`src/rtl/scsi_cmd_pkg.sv`:
```
package scsi_cmd_pkg;

  localparam int CNT_BYTES = 2;

  // register addresses
  localparam int A_CNT0 = 0;
  localparam int A_ID   = 2;
  localparam int A_CMD  = 3;
  localparam int A_STAT = 4;
  localparam int A_INTR = 5;
  localparam int A_SEQ  = 6;
  localparam int A_CFG1 = 8;

  localparam logic [7:0] CAUSE_RST  = 8'h80;
  localparam logic [7:0] CAUSE_DISC = 8'h20;
  localparam logic [7:0] CAUSE_FC   = 8'h08;

  localparam int ST_IRQ = 7;
  localparam int ST_TC  = 4;
  localparam int CFG_RST_MASK_BIT = 6;

  localparam logic [2:0] STEP_DONE   = 3'd4;
  localparam logic [2:0] PHASE_MSGIN = 3'b111;

  typedef enum logic [6:0] {
    OP_NOP     = 7'h00,
    OP_FLUSH   = 7'h01,
    OP_CHIPRST = 7'h02,
    OP_BUSRST  = 7'h03,
    OP_XFER    = 7'h10,
    OP_ICCS    = 7'h11,
    OP_MSGOK   = 7'h12,
    OP_PAD     = 7'h18,
    OP_SETATN  = 7'h1A,
    OP_SEL     = 7'h41,
    OP_SELATN  = 7'h42,
    OP_SELSTOP = 7'h43,
    OP_ENSEL   = 7'h44,
    OP_DISSEL  = 7'h45
  } opcode_e;

  typedef struct packed {
    logic accept;
    logic reload;
    logic flush;
    logic chipRst;
    logic busRst;
    logic iccs;
    logic msgOk;
    logic pad;
    logic enSel;
    logic disSel;
  } cmd_strobe_t;

endpackage

```
`src/rtl/scsi_cmd_ctrl.sv`:
```
module scsi_cmd_ctrl
  import scsi_cmd_pkg::*;
(
  input  logic        clk,
  input  logic        rst_n,
  input  logic        wrCmd,
  input  logic [7:0]  cmdByte,
  output cmd_strobe_t cmdStb,
  output logic        seqStart,
  output logic [7:0]  seqOpcode,
  output logic        cmdError
);

  logic known;
  logic dispatch;

  always_comb begin
    cmdStb   = '0;
    known    = 1'b1;
    dispatch = 1'b0;
    case (cmdByte[6:0])
      OP_NOP, OP_SETATN: ;
      OP_FLUSH:   cmdStb.flush   = wrCmd;
      OP_CHIPRST: cmdStb.chipRst = wrCmd;
      OP_BUSRST:  cmdStb.busRst  = wrCmd;
      OP_ICCS:    cmdStb.iccs    = wrCmd;
      OP_MSGOK:   cmdStb.msgOk   = wrCmd;
      OP_PAD:     cmdStb.pad     = wrCmd;
      OP_ENSEL:   cmdStb.enSel   = wrCmd;
      OP_DISSEL:  cmdStb.disSel  = wrCmd;
      OP_XFER, OP_SEL, OP_SELATN, OP_SELSTOP: dispatch = 1'b1;
      default:    known = 1'b0;
    endcase
    cmdStb.accept = wrCmd & known;
    cmdStb.reload = wrCmd & known & cmdByte[7];
  end

  always_ff @(posedge clk or negedge rst_n) begin
    if (!rst_n) begin
      seqStart  <= 1'b0;
      seqOpcode <= '0;
      cmdError  <= 1'b0;
    end else begin
      seqStart <= wrCmd & dispatch;
      cmdError <= wrCmd & ~known;
      if (wrCmd & dispatch) seqOpcode <= cmdByte;
    end
  end

endmodule

```
`src/rtl/scsi_cmd_regs.sv`:
```
module scsi_cmd_regs
  import scsi_cmd_pkg::*;
#(
  parameter int         ADDR_W    = 4,
  parameter logic [7:0] CHIP_ID   = 8'h04,
  parameter logic [7:0] CFG1_INIT = 8'h07,
  parameter int         TGT_W     = 3
) (
  input  logic              clk,
  input  logic              rst_n,
  input  logic              wrEn,
  input  logic              rdEn,
  input  logic [ADDR_W-1:0] addr,
  input  logic [7:0]        wrData,
  input  cmd_strobe_t       cmdStb,
  input  logic              seqDone,
  input  logic [7:0]        seqCause,
  input  logic [2:0]        seqPhase,
  input  logic [2:0]        seqStep,
  output logic [7:0]        rdData,
  output logic              irqOut,
  output logic              cfgRstMask,
  output logic [TGT_W-1:0]  seqTarget
);

  logic [7:0] stagedCnt [CNT_BYTES];
  logic [7:0] workCnt   [CNT_BYTES];
  logic [7:0] statR, intrR, cfg1R, cmdR;
  logic [2:0] seqR;
  logic [7:0] statN, intrN;
  logic [2:0] seqN;
  logic       rdIntr;

  assign rdIntr = rdEn && (addr == ADDR_W'(A_INTR));

  // counter byte lanes: staged (host write) and working (read back)
  for (genvar g = 0; g < CNT_BYTES; g++) begin : gLane
    always_ff @(posedge clk or negedge rst_n) begin
      if (!rst_n) begin
        stagedCnt[g] <= '0;
        workCnt[g]   <= '0;
      end else if (cmdStb.chipRst) begin
        stagedCnt[g] <= '0;
        workCnt[g]   <= '0;
      end else begin
        if (wrEn && addr == ADDR_W'(A_CNT0 + g)) stagedCnt[g] <= wrData;
        if (cmdStb.reload) workCnt[g] <= stagedCnt[g];
      end
    end
  end

  // ordered updates: destructive read, then sequencer report, then command
  always_comb begin
    statN = statR;
    intrN = intrR;
    seqN  = seqR;
    if (rdIntr) begin
      intrN         = '0;
      statN[ST_TC]  = 1'b0;
      statN[ST_IRQ] = 1'b0;
      seqN          = STEP_DONE;
    end
    if (seqDone) begin
      intrN         = seqCause;
      statN[2:0]    = seqPhase;
      statN[ST_TC]  = 1'b1;
      statN[ST_IRQ] = 1'b1;
      seqN          = seqStep;
    end
    if (cmdStb.flush) begin
      intrN         = CAUSE_FC;
      seqN          = '0;
      statN[ST_IRQ] = 1'b1;
    end
    if (cmdStb.busRst) begin
      intrN = CAUSE_RST;
      if (!cfg1R[CFG_RST_MASK_BIT]) statN[ST_IRQ] = 1'b1;
    end
    if (cmdStb.iccs) begin
      intrN         = CAUSE_FC;
      statN[2:0]    = PHASE_MSGIN;
      statN[ST_IRQ] = 1'b1;
    end
    if (cmdStb.msgOk) begin
      intrN         = CAUSE_DISC;
      seqN          = '0;
      statN[ST_IRQ] = 1'b1;
    end
    if (cmdStb.pad) begin
      statN[6:0] = 7'h10;
      intrN      = CAUSE_FC;
      seqN       = '0;
    end
    if (cmdStb.enSel) intrN = '0;
    if (cmdStb.disSel) begin
      intrN         = '0;
      statN[ST_IRQ] = 1'b1;
    end
  end

  always_ff @(posedge clk or negedge rst_n) begin
    if (!rst_n) begin
      statR     <= '0;
      intrR     <= '0;
      seqR      <= '0;
      cfg1R     <= CFG1_INIT;
      cmdR      <= '0;
      seqTarget <= '0;
    end else if (cmdStb.chipRst) begin
      statR     <= '0;
      intrR     <= '0;
      seqR      <= '0;
      cfg1R     <= CFG1_INIT;
      cmdR      <= '0;
      seqTarget <= '0;
    end else begin
      statR <= statN;
      intrR <= intrN;
      seqR  <= seqN;
      if (cmdStb.accept) cmdR <= wrData;
      if (wrEn && addr == ADDR_W'(A_CFG1)) cfg1R <= wrData;
      if (wrEn && addr == ADDR_W'(A_STAT)) seqTarget <= wrData[TGT_W-1:0];
    end
  end

  always_comb begin
    rdData = '0;
    for (int i = 0; i < CNT_BYTES; i++)
      if (addr == ADDR_W'(A_CNT0 + i)) rdData = workCnt[i];
    if (addr == ADDR_W'(A_ID))   rdData = CHIP_ID;
    if (addr == ADDR_W'(A_CMD))  rdData = cmdR;
    if (addr == ADDR_W'(A_STAT)) rdData = statR;
    if (addr == ADDR_W'(A_INTR)) rdData = intrR;
    if (addr == ADDR_W'(A_SEQ))  rdData = {5'b0, seqR};
    if (addr == ADDR_W'(A_CFG1)) rdData = cfg1R;
  end

  assign irqOut     = statR[ST_IRQ];
  assign cfgRstMask = cfg1R[CFG_RST_MASK_BIT];

endmodule

```
`src/rtl/scsi_cmd_front.sv`:
```
module scsi_cmd_front
  import scsi_cmd_pkg::*;
#(
  parameter int         ADDR_W    = 4,
  parameter logic [7:0] CHIP_ID   = 8'h04,
  parameter logic [7:0] CFG1_INIT = 8'h07,
  parameter int         TGT_W     = 3
) (
  input  logic              clk,
  input  logic              rst_n,
  input  logic              regWrEn,
  input  logic              regRdEn,
  input  logic [ADDR_W-1:0] regAddr,
  input  logic [7:0]        regWrData,
  output logic [7:0]        regRdData,
  output logic              irqOut,
  output logic              seqStart,
  output logic [7:0]        seqOpcode,
  output logic [TGT_W-1:0]  seqTarget,
  input  logic              seqDone,
  input  logic [7:0]        seqCause,
  input  logic [2:0]        seqPhase,
  input  logic [2:0]        seqStep,
  output logic              cmdError
);

  cmd_strobe_t cmdStb;
  logic        wrCmd;
  logic        cfgRstMask;

  assign wrCmd = regWrEn && (regAddr == ADDR_W'(A_CMD));

  scsi_cmd_ctrl uCtrl (
    .clk       (clk),
    .rst_n     (rst_n),
    .wrCmd     (wrCmd),
    .cmdByte   (regWrData),
    .cmdStb    (cmdStb),
    .seqStart  (seqStart),
    .seqOpcode (seqOpcode),
    .cmdError  (cmdError)
  );

  scsi_cmd_regs #(
    .ADDR_W    (ADDR_W),
    .CHIP_ID   (CHIP_ID),
    .CFG1_INIT (CFG1_INIT),
    .TGT_W     (TGT_W)
  ) uRegs (
    .clk        (clk),
    .rst_n      (rst_n),
    .wrEn       (regWrEn),
    .rdEn       (regRdEn),
    .addr       (regAddr),
    .wrData     (regWrData),
    .cmdStb     (cmdStb),
    .seqDone    (seqDone),
    .seqCause   (seqCause),
    .seqPhase   (seqPhase),
    .seqStep    (seqStep),
    .rdData     (regRdData),
    .irqOut     (irqOut),
    .cfgRstMask (cfgRstMask),
    .seqTarget  (seqTarget)
  );

endmodule

```
`config.mk`:
```
export PLATFORM = sky130hd
export DESIGN_NAME = scsi_cmd_front
export DESIGN_NICKNAME = d
export VERILOG_FILES = /design/src/rtl/scsi_cmd_pkg.sv /design/src/rtl/scsi_cmd_ctrl.sv /design/src/rtl/scsi_cmd_regs.sv /design/src/rtl/scsi_cmd_front.sv
export SDC_FILE = /design/constraint.sdc
export NUM_CORES = 1
export LEC_CHECK = 0
export ABC_AREA = 0
export CAP_MARGIN = 25
export CORE_MARGIN = 10
export CORE_UTILIZATION = 60
export DETAILED_ROUTE_END_ITERATION = 8
export GPL_TIMING_DRIVEN = 0
export PLACE_DENSITY = 0.86
export SLEW_MARGIN = 20
export SYNTH_ARGS = -nofsm -noshare
export SYNTH_HDL_FRONTEND = slang
export SYNTH_SLANG_ARGS = --single-unit
```
`constraint.sdc`:
```
create_clock -name clk -period 4.6 [get_ports clk]
set_input_delay 1.38 -clock clk [delete_from_list [all_inputs] [get_ports clk]]
set_output_delay 1.38 -clock clk [all_outputs]
set_load 0.02 [all_outputs]
```
* After elaboration in Yosys (flattened, before gate mapping)
Index checks and enable logic that the tools add are counted.
** Cells by class
- Bitwise operators :: 5
- Reduce and logical (&&, ||, !) cells :: 21
- Mux-type cells :: 62
- Equal/unequal tests :: 20
** Operator list (count)
- 2-to-1 mux 8 bit :: 31
- == test 7 x 5 -> 1 bit, second input constant :: 5
- == test 7 bit, second input constant :: 5
- 2-to-1 mux 3 bit :: 10
- 2-to-1 mux 1 bit :: 20
- == test 7 x 2 -> 1 bit, second input constant :: 2
- nonzero test 2 bit :: 7
- OR reduction 14 bit :: 1
- == test 4 x 3 -> 1 bit, second input constant :: 3
- nonzero test 10 bit :: 1
- == test 4 x 2 -> 1 bit, second input constant :: 2
- nonzero test 4 bit :: 2
- == test 7 x 1 -> 1 bit, second input constant :: 1
- zero test 7 bit :: 1
- 2-to-1 mux 7 bit :: 1
- logical AND 1 bit :: 6
- nonzero test 6 bit :: 1
- bitwise AND 1 bit :: 4
- == test 4 x 1 -> 1 bit, second input constant :: 1
- == test 4 bit, second input constant :: 1
- zero test 4 bit :: 1
- OR reduction 4 bit :: 1
- inverter 1 bit :: 1
** Word-level totals
- Register bits :: 80
- Input bits :: 31
- Output and inout port bits :: 22

* Logic depth before layout (Yosys ltp)
- Depth in word-level cells :: 12
- Gate-level depth with buffers :: 8

* By module
Synthesis repeated with hierarchy kept, for this count alone.
** Second synthesis, totals
- Cells, all modules :: 406
- Area total of the unflattened synthesis :: 4028.9 um2
** By module, submodules not included
- scsi_cmd_regs :: area an instance 3370.7 um2, cells an instance 341, instances 1, sequential area each 1680.4 um2
- scsi_cmd_ctrl :: area an instance 643.1 um2, cells an instance 63, instances 1, sequential area each 250.2 um2
- scsi_cmd_front :: area an instance 15.0 um2, cells an instance 2, instances 1, sequential area each 0.0 um2

* Worst setup path after synthesis
No wires, ideal clock.
- Kind :: input to output
- From :: input port regAddr[2]
- To :: output port regRdData[3]
- Stages :: 6
- Setup slack :: 0.566 ns
- Required time :: 3.220 ns
- Buffers on the path :: 2
- Data arrival time :: 2.654 ns
- Path through :: buf_2 > nor2b_1 > clkbuf_1 > and2_1 > a22oi_1 > o21ai_0
** Between the ends
- Cells in the longest elaborated chain, start to end :: 9
- Elaborated cells between the ends (all ways) :: 16
- Those cells by class :: eq/ne: 7; mux: 8; reduce/logical: 1
** RTL lines
- start: declaration :: RTL line scsi_cmd_front.sv:13 : input logic [ADDR_W-1:0] regAddr,
- zero test 4 bit :: RTL line scsi_cmd_regs.sv:129 : if (addr == ADDR_W'(A_CNT0 + i)) rdData = workCnt[i];
- 2-to-1 mux 8 bit (2 in series) :: RTL line scsi_cmd_regs.sv:129
- 2-to-1 mux 8 bit :: RTL line scsi_cmd_regs.sv:130 : if (addr == ADDR_W'(A_ID)) rdData = CHIP_ID;
- 2-to-1 mux 8 bit :: RTL line scsi_cmd_regs.sv:131 : if (addr == ADDR_W'(A_CMD)) rdData = cmdR;
- 2-to-1 mux 8 bit :: RTL line scsi_cmd_regs.sv:132 : if (addr == ADDR_W'(A_STAT)) rdData = statR;
- 2-to-1 mux 8 bit :: RTL line scsi_cmd_regs.sv:133 : if (addr == ADDR_W'(A_INTR)) rdData = intrR;
- 2-to-1 mux 8 bit :: RTL line scsi_cmd_regs.sv:134 : if (addr == ADDR_W'(A_SEQ)) rdData = {5'b0, seqR};
- 2-to-1 mux 8 bit * :: RTL line scsi_cmd_regs.sv:135 : if (addr == ADDR_W'(A_CFG1)) rdData = cfg1R;
- end: declaration :: RTL line scsi_cmd_front.sv:15 : output logic [7:0] regRdData,
Every way passes the cells marked *; elsewhere a longest branch is shown, timed or not.

* Worst setup path in the final report
- From :: input port regAddr[1]
- To :: output port regRdData[0]
The elaborated chain is that of the path after synthesis.

==> flow_summary.rst <==
.. list-table::
   :header-rows: 1

   * - Metric
     - Value
   * - Run status
     - finished with violations
   * - Violated checks
     - negative setup slack
   * - Fill cell count
     - 471
   * - Source-to-sink clock delay at the later pin of the worst-skew pair
     - 0.34 ns
   * - Leading cell types by count after synthesis
     - sky130_fd_sc_hd__nand2_1, sky130_fd_sc_hd__dfrtp_1, sky130_fd_sc_hd__nor2_1
   * - P_leak
     - 2.16 nW
   * - Slew HR
     - 55.8%
   * - Highest fanout seen on the critical path
     - 10
   * - Site row count
     - 29
   * - Syn Nets
     - 475
   * - Maximum root-to-sink buffer count
     - 2
   * - Post-Synth XOR/XNOR Area
     - 0%
   * - Antenna-violating nets left
     - 0
   * - TritonCTS Buffers
     - 9
   * - WHS
     - 0.497 ns
   * - DP Wirelength
     - 8.49 mm
   * - DRC marker count from the first detailed-route iteration
     - 405
   * - Power after layout
     - 1.68 mW
   * - Maximum number of pins on one net before global-route repair
     - 48
   * - Kind of end point of the critical path
     - primary output
   * - CP required
     - 3.22 ns
   * - Met2 routing resource usage after global routing
     - 35.9%
   * - Cell area power density
     - 338 mW/mm2
   * - Synthesized-area fraction occupied by ao, oa, aoi and oai cells
     - 16.4%
   * - Root buffer cell
     - sky130_fd_sc_hd__clkbuf_8
   * - CP max stage delay
     - 0.57 ns
   * - Final min period
     - 4.63 ns
   * - Total global-route track usage
     - 22.8%
   * - DRC
     - 0
   * - Reg2reg start
     - uRegs.cfg1R[6]
   * - Number of clock sinks seen by CTS
     - 77
   * - Nets@finish
     - 536
   * - Count of buffers from port buffering
     - 48
   * - Iteration count of the initial detailed-routing pass
     - 5
   * - Largest area contributor in the netlist
     - sky130_fd_sc_hd__dfrtp_1
   * - GR Layer Usage met1
     - 29.9%
   * - Share of flip-flops with an asynchronous set or reset after synthesis
     - 100%
   * - Critical path startpoint category
     - primary input
   * - Flip-flop and latch area
     - 0.00193 mm2
   * - Synth-to-layout area growth
     - 22.5%
   * - Antenna cell count
     - 0
   * - Area of the core region
     - 0.00646 mm2
   * - Critical Path Source
     - regAddr[1]
   * - TritonCTS clock tree
     - built
   * - Routing usage on met3
     - 5.06%
   * - Top cell type's share of synthesized area
     - 45.5%
   * - Max-slew violation count
     - 0
   * - Multi-input combinational cell area
     - 0.00197 mm2
   * - Series of cell instances along the critical path
     - clkdlybuf4s50_1 > clkbuf_8 > nor2_4 > o21a_1 > a21oi_1 > a2bb2oi_1 > o221ai_1 > clkdlybuf4s15_2
   * - Mean area per synthesized cell
     - 9.18 um2
   * - Vias in the first global route
     - 3584
   * - Unrepaired setup endpoints after global routing
     - true
   * - Arrival time at the worst endpoint
     - 3.25 ns
   * - Worst ir drop on vdd
     - 0.000224 V
   * - Average detailed-routed wire length per instance
     - 19.9 um
   * - Register-to-register setup slack
     - 3.56 ns
   * - Startpoint of the worst hold path
     - uCtrl.seqOpcode[3]
   * - Unique cell type count in the Yosys netlist
     - 61
   * - Buffer and inverter count on the worst path
     - 3
   * - Final setup slack of the worst path
     - -0.0331 ns
   * - Count of yosys warnings during synthesis
     - 0
   * - Most Used Layer, Global Route
     - met2
   * - GRT overflow
     - 0
   * - Post-route clock skew
     - 0.00538 ns
   * - Post-route clock period utilization
     - 101%
   * - Post-synth EDFFs
     - 0
   * - Post-CTS Hold Fix Bufs
     - 0
   * - Maximum operating frequency
     - 216 MHz
   * - Post-Route WL
     - 11.7 mm
   * - Number of setup violations in the final report
     - 1
   * - Starting density of the core
     - 63.1%
   * - HP Class
     - flip-flop to flip-flop
   * - Count of max-cap constraint violations
     - 0
   * - Category of the critical setup timing path
     - primary input to primary output
   * - H-tree depth
     - 3
   * - Width of the chip
     - 102 um
   * - Overall die height
     - 102 um
   * - Routability cong.
     - 0.949
   * - Wire length of the first global-routing pass
     - 18.6 mm
   * - Synth area leaders
     - sky130_fd_sc_hd__dfrtp_1, sky130_fd_sc_hd__nand2_1, sky130_fd_sc_hd__mux2i_1, sky130_fd_sc_hd__mux2_2, sky130_fd_sc_hd__a21oi_1
   * - Flip-flop cell with the highest count after synthesis
     - sky130_fd_sc_hd__dfrtp_1
   * - Clock-pin slew on the worst setup and hold paths
     - 0.08 ns
   * - Cell with the largest stage delay on the worst path
     - sky130_fd_sc_hd__clkdlybuf4s50_1
   * - Post-synthesis adder-cell area fraction
     - 0%
   * - Least-Margin Pin Slew
     - 0.658 ns
   * - Fraction of synthesized area in multiplexers
     - 9.34%
   * - Simple-gate area share of the yosys netlist
     - 21.8%
   * - Flop and latch count out of synthesis
     - 77
   * - Via count normalized by instance count
     - 6.37
   * - Cells after synthesis
     - 444
   * - Library cell with the highest instance count after synthesis
     - sky130_fd_sc_hd__nand2_1
   * - Antenna violations before repair
     - 0
   * - Cell family with the largest share of critical-path delay
     - buffers and inverters
   * - Vias after detailed routing
     - 3737
   * - Sequential cell area fraction in the yosys report
     - 47.4%
   * - I/O pins
     - 53
   * - Area of the mapped netlist
     - 0.00407 mm2
   * - Final Hold Violating Endpoints
     - 0
   * - Die Footprint
     - 0.0105 mm2
   * - Dominant combinational cell family by area after synthesis
     - simple AND/OR/NAND/NOR gates
   * - Fraction of final layout cells sized beyond drive strength 1
     - 16.5%
layout make-up:
type	count	area share [%]
inverter	14	1.05
timing repair buffer	50	10.2
multi-input combinational	320	39.5
buffer	33	3.64
sequential	77	38.7
clock inverter	6	2.21
clock buffer	10	2.76
tap	77	1.93
power by group:
group	leakage [nW]	internal (mW)	switching [mW]
Clock	0.119	0.374	0.250
Sequential	0.988	0.754	0.0403
Combinational	1.06	0.114	0.153
per-layer routing:
layer | routed length [um] | vias up
li1 | - | 1676
met1 | 4830 | 1803
met2 | 5500 | 225
met3 | 1010 | 33
met4 | 327 | 0
met5 | 0 | -
per-stage QoR:
step                setup TNS, ns  std cells  setup slack [ns]  area [um2]  utilization, %
global placement           -32.94        569            -0.712        4650            72.0
CTS                     -0.000693        586         -0.000693        4970            76.9
detailed placement          -5.02        570            -0.764        4680            72.4
finish                    -0.0331        587           -0.0331        4990            77.3
global route              -0.0346        587           -0.0346        4990            77.3
floorplan                       0        444             0.566        4070               -
layout by cell type, fill, tap and decap left out, drive strengths merged, types with 8 or more instances in the layout:
| master | n |
|---|---|
| mux2i | 20 |
| o21ai | 35 |
| a21oi | 29 |
| nor2 | 32 |
| dfrtp | 74 |
| nand2 | 79 |
| buf | 23 |
| clkdlybuf4s50 | 38 |
| clkbuf | 25 |
| nand3b | 8 |
| nand3 | 16 |
| mux2 | 16 |
| inv | 14 |
flip-flops by register name, indices dropped and copies added, names as in the netlist:
| signal | flops |
|---|---|
| uRegs.cmdR | 8 |
| uRegs.seqTarget | 3 |
| uCtrl.seqOpcode | 8 |
| uRegs.intrR | 8 |
| uRegs.cfg1R | 8 |
| uCtrl.seqStart | 1 |
| uCtrl.cmdError | 1 |
| uRegs.seqR | 3 |
| uRegs.statR | 5 |
| uRegs.workCnt | 16 |
| uRegs.stagedCnt | 16 |
worst paths after layout:
| kind | endpoint | depth (start not counted) |
|---|---|---|
| worst min register to register | uCtrl.seqOpcode[3] | 1 |
| max in group asynchronous | uRegs.cfg1R[1] | 2 |
| min in group asynchronous | uRegs.workCnt[6] | 1 |
| worst min-delay path | uCtrl.seqOpcode[3] | 1 |
| worst max-delay path | regRdData[0] | 8 |
| worst max register to register | uRegs.statR[7] | 3 |
what timing repair did:
action                     in CTS  in global routing
setup endpoints to repair       8                  7
setup buffers                   0                  1
resized for setup              39                 18
cloned                          0                  0
pin swaps                       0                  1
kinds of logic after synthesis:
kind of cell           after synthesis
DFF                                 77
buffers and inverters               47
AOI/OAI and AO/OA                  103
and+or+nand+nor                    181
muxes                               36
Note: power is estimated with default switching activity, not from simulation.
